`config.mk`:
```
export PLATFORM = sky130hd
export DESIGN_NAME = dram_refresh_seq
export DESIGN_NICKNAME = d
export VERILOG_FILES = /design/src/rtl/dram_ref_pkg.sv /design/src/rtl/dram_ref_timer.sv /design/src/rtl/dram_cbr_engine.sv /design/src/rtl/dram_refresh_seq.sv
export SDC_FILE = /design/constraint.sdc
export NUM_CORES = 1
export LEC_CHECK = 0
export CORE_MARGIN = 10
export CORE_UTILIZATION = 60
export CTS_CLUSTER_DIAMETER = 30
export DETAILED_ROUTE_END_ITERATION = 12
export DONT_BUFFER_PORTS = 1
export PLACE_DENSITY_LB_ADDON = 0.12
export SETUP_SLACK_MARGIN = 0.3
export SYNTH_ARGS = -nofsm -noshare
export SYNTH_HDL_FRONTEND = slang
export SYNTH_HIERARCHICAL = 1
export SYNTH_SLANG_ARGS = --single-unit
export TNS_END_PERCENT = 10
```
`constraint.sdc`:
```
create_clock -name clk_i -period 8.6 [get_ports clk_i]
set_input_delay 1.72 -clock clk_i [delete_from_list [all_inputs] [get_ports clk_i]]
set_output_delay 1.72 -clock clk_i [all_outputs]
set_load 0.05 [all_outputs]
```
`src/rtl/dram_ref_pkg.sv`:
```
package dram_ref_pkg;

  typedef enum logic [2:0] {
    S_PWRUP, S_INIT, S_IDLE, S_REQ, S_RUN, S_SELF, S_EXIT
  } seq_state_e;

  typedef enum logic [2:0] {
    E_IDLE, E_SU, E_LO, E_SELF, E_PRE
  } eng_state_e;

  function automatic int unsigned max_of(int unsigned a, int unsigned b);
    return (a > b) ? a : b;
  endfunction

endpackage

```
`src/rtl/dram_ref_timer.sv`:
```
module dram_ref_timer #(
  parameter int unsigned REF_INT_CYC = 3125,
  parameter int unsigned MAX_PEND    = 4,
  localparam int unsigned TW = $clog2(REF_INT_CYC + 1),
  localparam int unsigned PW = $clog2(MAX_PEND + 1)
) (
  input  logic          clk_i,
  input  logic          rst_ni,
  input  logic          en_i,
  input  logic          clr_i,
  input  logic          dec_i,
  output logic [PW-1:0] pend_o
);
  localparam logic [TW-1:0] T_LAST = TW'(REF_INT_CYC - 1);
  localparam logic [PW-1:0] P_MAX  = PW'(MAX_PEND);

  logic [TW-1:0] cnt_q;
  logic [PW-1:0] pend_q;
  logic          tick;

  assign tick   = en_i && !clr_i && (cnt_q == T_LAST);
  assign pend_o = pend_q;

  always_ff @(posedge clk_i or negedge rst_ni) begin
    if (!rst_ni) begin
      cnt_q  <= '0;
      pend_q <= '0;
    end else begin
      if (!en_i || clr_i || tick) cnt_q <= '0;
      else                        cnt_q <= cnt_q + 1'b1;
      if (clr_i) pend_q <= '0;
      else if (tick && !dec_i && pend_q != P_MAX) pend_q <= pend_q + 1'b1;
      else if (dec_i && !tick) pend_q <= pend_q - 1'b1;
    end
  end

  a_r6_pend_cap: assert property (@(posedge clk_i) disable iff (!rst_ni)
    pend_q <= P_MAX);
  a_r6_dec_only_when_due: assert property (@(posedge clk_i) disable iff (!rst_ni)
    dec_i |-> pend_q != '0);
  a_r10_no_due_when_off: assert property (@(posedge clk_i) disable iff (!rst_ni)
    !en_i && !dec_i |=> pend_q <= $past(pend_q));

endmodule

```
`src/rtl/dram_cbr_engine.sv`:
```
module dram_cbr_engine
  import dram_ref_pkg::*;
#(
  parameter int unsigned CAS_SU_CYC   = 1,
  parameter int unsigned RAS_LO_CYC   = 5,
  parameter int unsigned RAS_PRE_CYC  = 4,
  parameter int unsigned SELF_MIN_CYC = 10000,
  parameter int unsigned SELF_PRE_CYC = 11
) (
  input  logic clk_i,
  input  logic rst_ni,
  input  logic start_i,
  input  logic self_i,
  input  logic wake_i,
  output logic idle_o,
  output logic self_o,
  output logic ras_n_o,
  output logic cas_n_o
);
  localparam int unsigned CMAX = max_of(max_of(CAS_SU_CYC, RAS_LO_CYC),
                                        max_of(max_of(RAS_PRE_CYC, SELF_MIN_CYC), SELF_PRE_CYC));
  localparam int unsigned CW = $clog2(CMAX + 1);
  localparam logic [CW-1:0] SU_L = CW'(CAS_SU_CYC - 1);
  localparam logic [CW-1:0] LO_L = CW'(RAS_LO_CYC - 1);
  localparam logic [CW-1:0] PR_L = CW'(RAS_PRE_CYC - 1);
  localparam logic [CW-1:0] SM_L = CW'(SELF_MIN_CYC - 1);
  localparam logic [CW-1:0] SP_L = CW'(SELF_PRE_CYC - 1);

  eng_state_e    state_q;
  logic [CW-1:0] cnt_q;
  logic          self_q, long_q;

  always_ff @(posedge clk_i or negedge rst_ni) begin
    if (!rst_ni) begin
      state_q <= E_IDLE;
      cnt_q   <= '0;
      self_q  <= 1'b0;
      long_q  <= 1'b0;
    end else begin
      unique case (state_q)
        E_IDLE: if (start_i) begin
          state_q <= E_SU;
          cnt_q   <= '0;
          self_q  <= self_i;
        end
        E_SU: if (cnt_q == SU_L) begin
          state_q <= E_LO;
          cnt_q   <= '0;
        end else cnt_q <= cnt_q + 1'b1;
        E_LO: if (cnt_q == LO_L) begin
          state_q <= self_q ? E_SELF : E_PRE;
          long_q  <= 1'b0;
          cnt_q   <= '0;
        end else cnt_q <= cnt_q + 1'b1;
        E_SELF: if (cnt_q != SM_L) cnt_q <= cnt_q + 1'b1;
        else if (wake_i) begin
          state_q <= E_PRE;
          long_q  <= 1'b1;
          cnt_q   <= '0;
        end
        E_PRE: if (cnt_q == (long_q ? SP_L : PR_L)) begin
          state_q <= E_IDLE;
          cnt_q   <= '0;
        end else cnt_q <= cnt_q + 1'b1;
        default: state_q <= E_IDLE;
      endcase
    end
  end

  assign idle_o  = (state_q == E_IDLE);
  assign self_o  = (state_q == E_SELF);
  assign ras_n_o = !(state_q inside {E_LO, E_SELF});
  assign cas_n_o = !(state_q inside {E_SU, E_LO, E_SELF});

  a_r3_cas_before_ras: assert property (@(posedge clk_i) disable iff (!rst_ni)
    $fell(ras_n_o) |-> !$past(cas_n_o));
  a_r3_cas_spans_ras: assert property (@(posedge clk_i) disable iff (!rst_ni)
    !ras_n_o |-> !cas_n_o);
  a_r9_pre_after_self: assert property (@(posedge clk_i) disable iff (!rst_ni)
    $rose(ras_n_o) && long_q |-> cas_n_o);

endmodule

```
`src/rtl/dram_refresh_seq.sv`:
```
module dram_refresh_seq
  import dram_ref_pkg::*;
#(
  parameter int unsigned PWRUP_CYC    = 20000,
  parameter int unsigned INIT_CBR     = 8,
  parameter int unsigned REF_INT_CYC  = 3125,
  parameter int unsigned MAX_PEND     = 4,
  parameter int unsigned CAS_SU_CYC   = 1,
  parameter int unsigned RAS_LO_CYC   = 5,
  parameter int unsigned RAS_PRE_CYC  = 4,
  parameter int unsigned SELF_MIN_CYC = 10000,
  parameter int unsigned SELF_PRE_CYC = 11
) (
  input  logic clk_i,
  input  logic rst_ni,
  input  logic ref_gnt_i,
  output logic ref_req_o,
  input  logic sleep_req_i,
  output logic sleep_ack_o,
  output logic own_o,
  output logic ready_o,
  output logic ras_n_o,
  output logic lcas_n_o,
  output logic ucas_n_o,
  output logic we_n_o
);
  localparam int unsigned PWW = $clog2(PWRUP_CYC + 1);
  localparam int unsigned IW  = $clog2(INIT_CBR + 1);
  localparam int unsigned PW  = $clog2(MAX_PEND + 1);
  localparam logic [PWW-1:0] PW_LAST = PWW'(PWRUP_CYC - 1);
  localparam logic [IW-1:0]  INIT_N  = IW'(INIT_CBR);

  seq_state_e     state_q, state_d;
  logic [PWW-1:0] pw_cnt_q;
  logic [IW-1:0]  init_cnt_q;
  logic           ready_q;
  logic           eng_start, eng_self, eng_idle, eng_selfact, eng_cas_n;
  logic           tmr_en, tmr_clr, tmr_dec;
  logic [PW-1:0]  pend;

  always_comb begin
    state_d   = state_q;
    eng_start = 1'b0;
    eng_self  = 1'b0;
    tmr_clr   = 1'b0;
    tmr_dec   = 1'b0;
    unique case (state_q)
      S_PWRUP: if (pw_cnt_q == PW_LAST) state_d = S_INIT;
      S_INIT: if (eng_idle) begin
        if (init_cnt_q != INIT_N) eng_start = 1'b1;
        else                      state_d   = S_IDLE;
      end
      S_IDLE: if (sleep_req_i || pend != '0) state_d = S_REQ;
      S_REQ: if (ref_gnt_i) begin
        if (sleep_req_i) begin
          // sleep wins; internal refresh covers whatever was due
          eng_start = 1'b1;
          eng_self  = 1'b1;
          tmr_clr   = 1'b1;
          state_d   = S_SELF;
        end else state_d = S_RUN;
      end
      S_RUN: if (eng_idle) begin
        if (pend != '0) begin
          eng_start = 1'b1;
          tmr_dec   = 1'b1;
        end else state_d = S_IDLE;
      end
      S_SELF: if (eng_idle) state_d = S_EXIT;
      S_EXIT: begin
        eng_start = 1'b1;
        state_d   = S_RUN;
      end
      default: state_d = S_PWRUP;
    endcase
  end

  always_ff @(posedge clk_i or negedge rst_ni) begin
    if (!rst_ni) begin
      state_q    <= S_PWRUP;
      pw_cnt_q   <= '0;
      init_cnt_q <= '0;
      ready_q    <= 1'b0;
    end else begin
      state_q <= state_d;
      if (state_q == S_PWRUP) pw_cnt_q <= pw_cnt_q + 1'b1;
      if (state_q == S_INIT && eng_start) init_cnt_q <= init_cnt_q + 1'b1;
      if (state_q == S_INIT && state_d == S_IDLE) ready_q <= 1'b1;
    end
  end

  assign tmr_en = ready_q && (state_q != S_SELF);

  dram_ref_timer #(
    .REF_INT_CYC(REF_INT_CYC),
    .MAX_PEND   (MAX_PEND)
  ) i_timer (
    .clk_i (clk_i),
    .rst_ni(rst_ni),
    .en_i  (tmr_en),
    .clr_i (tmr_clr),
    .dec_i (tmr_dec),
    .pend_o(pend)
  );

  dram_cbr_engine #(
    .CAS_SU_CYC  (CAS_SU_CYC),
    .RAS_LO_CYC  (RAS_LO_CYC),
    .RAS_PRE_CYC (RAS_PRE_CYC),
    .SELF_MIN_CYC(SELF_MIN_CYC),
    .SELF_PRE_CYC(SELF_PRE_CYC)
  ) i_engine (
    .clk_i  (clk_i),
    .rst_ni (rst_ni),
    .start_i(eng_start),
    .self_i (eng_self),
    .wake_i (!sleep_req_i),
    .idle_o (eng_idle),
    .self_o (eng_selfact),
    .ras_n_o(ras_n_o),
    .cas_n_o(eng_cas_n)
  );

  assign lcas_n_o    = eng_cas_n;
  assign ucas_n_o    = eng_cas_n;
  assign we_n_o      = 1'b1;
  assign ready_o     = ready_q;
  assign sleep_ack_o = eng_selfact;
  assign ref_req_o   = state_q inside {S_REQ, S_RUN, S_SELF, S_EXIT};
  assign own_o       = state_q inside {S_PWRUP, S_INIT, S_RUN, S_SELF, S_EXIT};

  a_r1_quiet_pause: assert property (@(posedge clk_i) disable iff (!rst_ni)
    state_q == S_PWRUP |-> ras_n_o && lcas_n_o && ucas_n_o);
  a_r2_ready_sticky: assert property (@(posedge clk_i) disable iff (!rst_ni)
    ready_o |=> ready_o);
  a_r2_no_req_before_ready: assert property (@(posedge clk_i) disable iff (!rst_ni)
    !ready_o |-> !ref_req_o);
  a_r7_ras_owned: assert property (@(posedge clk_i) disable iff (!rst_ni)
    !ras_n_o |-> own_o);
  a_r8_ack_holds_ras: assert property (@(posedge clk_i) disable iff (!rst_ni)
    sleep_ack_o |-> !ras_n_o && ref_req_o);

endmodule

```
==> metrics.md <==
| Metric | Value |
|---|---|
| Worst Setup Path Type | input pin to register |
| Post-route setup slack | 4.816 ns |
| Status | complete, no violations |
| Syn Inst Count | 363 |
| Initial Utilization | 0.6188 |
| Clk slew on worst S/H paths | 0.06 ns |
| GRT overflow | 0 |
| Cell Area, Synth | 3428 µm² |
| Post-route antenna net violation count | 0 |
| Post CTS Setup Buffer Count | 0 |
| Utilization after layout | 0.6477 |
| GPL Wtd Cong | 0.7830 |
| Yosys reg bits | 57 |
| GRT Overall Usage | 0.1605 |
| Vias post-DR | 2598 |
| Share of flip-flops with an asynchronous set or reset | 1.000 |
| CP max stage cell | nor2_1 |
| Worst-Margin Slew | 1.253 ns |
| Die H | 95.59 µm |
| Synth Flop Type | dfrtp_1 |
| Worst path cell trace | nand2_1, nor2_1, a211oi_1, and4_1, fa_1, a2111o_1, mux2i_1, mux2_1 |
| Clk buf depth | 2 |
| Pwr per Cell Area | 294.0 nW/µm² |
| Routed wl met3 | 405 µm |
| Multi-input gate area | 1804 µm² |
| Root Driver | clkbuf_8 |
| Relative slew slack | 0.1646 |
| Top-area cell type share of the netlist area | 0.4161 |
| Worst path max stage delay | 0.54 ns |
| TritonCTS clock tree | built |
| WL/cell | 15.35 µm |
| Post-synth EDFFs | 0 |
| Commonest non-fill, non-tap cells in the layout | 57 x dfrtp_1, 44 x nand2_1, 35 x nor2_1 |
| Drt initial violations | 96 |
| Post-Route Setup TNS | 0 ns |
| Fillcell total | 460 |
| Flip-flop and latch area | 1426 µm² |
| Yosys cell types | 67 |
| Hold buffers post-CTS | 0 |
| Placed wire-length estimate | 4.525 mm |
| Worst slack, placed | 4.494 ns |
| Site Rows | 27 |
| Clock skew | 0.009423 ns |
| Achievable Freq | 264.3 MHz |
| Peak supply drop | 0.2258 mV |
| Commonest non-fill, non-tap cell in the layout | dfrtp_1 |
| Max Cap Viol | 0 |
| CP max FO | 11 |
| Vias/cell | 5.986 |
| Largest net degree at the start of global routing | 58 |
| LEAKAGE | 1.538 nW |
| First-pass DRT Iterations | 4 |
| Metal2 WL | 2.993 mm |
| CTS Buf Count | 9 |
| Layout area overhead | 4.671% |
| IO buf count | 0 |
| Inserted Diodes | 0 |
| Post-detailed-routing wire length | 6.662 mm |
| Post-CTS sizing | 0 |
| DRC viols | 0 |
| Top cell type by total area after synthesis | dfrtp_1 |
| Crit. End Element | register |
| Count of pins over their slew limit | 0 |
| RSZ-0062 raised after global routing | false |
| Tcrit/Tclk final | 0.4400 |
| Fin nets | 369 |
| Warnings from Yosys | 6 |
| Count of final setup violators | 0 |
| Syn avg cell area | 9.444 µm² |
| Die width | 95.59 µm |
| IO Count | 12 |
| Initial antenna violation count | 0 |
| Share of layout cells above drive strength 1 | 0.09116 |
| M1 WL | 3.185 mm |
| Number of global-route vias before repair | 2526 |
| Worst-Skew Late Latency | 0.33 ns |
| Total die area | 9137 µm² |
| Startpoint Class | input pin |
| First-pass GRT wire length | 11.75 mm |
| DR top layer | met4 |
| Fin crit period | 3.784 ns |
| Syn_nets | 375 |
| Core Box Area | 5540 µm² |
| CP required | 8.81 ns |
| Final hold vios | 0 |
| H-tree depth | 3 |
| Area contributors post-synth | dfrtp_1 42%, xnor2_1 4.9%, nand2_1 4.8% |
| Total number of clock tree sinks | 57 |
| Worst hold path type | register to register |
| Register area share after synthesis | 0.4161 |
| Arrival @ worst endpoint | 4.00 ns |
## worst max-delay path, delay by kind of cell
| kind | cells | cell delay (ns) |
|---|---|---|
| mux | 2 | 0.50 |
| compound gates | 2 | 0.53 |
| simple gates | 3 | 0.85 |
| fa+ha+maj | 1 | 0.39 |
## metrics by stage
| stage | hold slack (ns) | std cells | total power, mW | instance area [µm²] |
|---|---|---|---|---|
| global placement | 0.4546 | 418 | 0.8057 | 3396 |
| CTS | 0.5020 | 434 | 1.059 | 3588 |
| detailed placement | 0.4895 | 418 | 0.8166 | 3396 |
| floorplan | 0.4381 | 363 | 0.7693 | 3428 |
| finish | 0.4955 | 434 | 1.055 | 3588 |
| global route | 0.5204 | 434 | 1.136 | 3588 |
## final timing paths
path | start | to | slack, ns | depth (start not counted)
max in group asynchronous | rst_ni | i_timer/cnt_q[0] | 7.42 | 0
min | init_cnt_q[2] | init_cnt_q[2] | 0.50 | 1
max reg2reg | i_engine/state_q[2] | i_timer/pend_o[2] | 4.89 | 8
min reg2reg | init_cnt_q[2] | init_cnt_q[2] | 0.50 | 1
max | ref_gnt_i | i_timer/pend_o[2] | 4.82 | 8
min in group asynchronous | rst_ni | pw_cnt_q[11] | 1.07 | 0
## routing by layer
metal,GRT usage,vias to the layer above
li1,-,1269
met1,0.2128,1261
met3,0.06520,7
met5,0,-
met2,0.2291,61
met4,0.06020,0
## state kept, by name, summed over array words and instances, names as in the netlist
name              cells
i_engine/self_q       1
i_engine/cnt_q       14
state_q               3
pw_cnt_q             15
i_timer/cnt_q        12
i_timer/pend_o        3
i_engine/state_q      3
init_cnt_q            4
ready_o               1
i_engine/long_q       1
## cell type report
type	instances	area share
multi-input combinational	270	0.5028
tap	72	0.02510
sequential	57	0.3975
inverter	18	0.01883
clock inverter	2	0.002789
clock buffer	14	0.05091
timing repair buffer	1	0.002092
## Yosys cell counts, types with 2 or more instances
cell,instances
dfrtp_1,57
nand2_1,44
nor2_1,35
xnor2_1,19
inv_1,18
nand3_1,15
xor2_1,14
nand4_1,9
a21oi_1,8
buf_2,8
nor2b_1,8
nor4_1,8
ha_1,7
nor3_1,7
o21ai_1,7
and3_1,6
nand3b_1,6
buf_6,5
nor4b_1,5
o21ai_0,5
o22ai_1,5
and4_1,4
buf_4,4
mux2_1,3
o211ai_1,3
o21a_1,3
a2111o_1,2
and4_4,2
and4b_1,2
mux2i_1,2
nor2_2,2
o221ai_1,2
o31ai_1,2
or2_2,2
or4_1,2
## kinds of logic after synthesis
kind of cell / after synthesis / share of synthesized area
flops: 57 / 0.4161
buf+inv: 36 / 0.05766
xor+xnor: 33 / 0.08431
simple gates: 172 / 0.2898
mux: 6 / 0.01898
other cells: 1 / 0.001094
compound gates: 50 / 0.1007
fa+ha+maj: 8 / 0.03139
## where the power goes
group	leakage (nW)	internal [mW]	switching, mW
clock network	0.102	0.135	0.104
logic	0.680	0.150	0.245
registers	0.755	0.323	0.0978
total	1.54	0.609	0.446
Note: power is estimated with default switching activity, not from simulation.
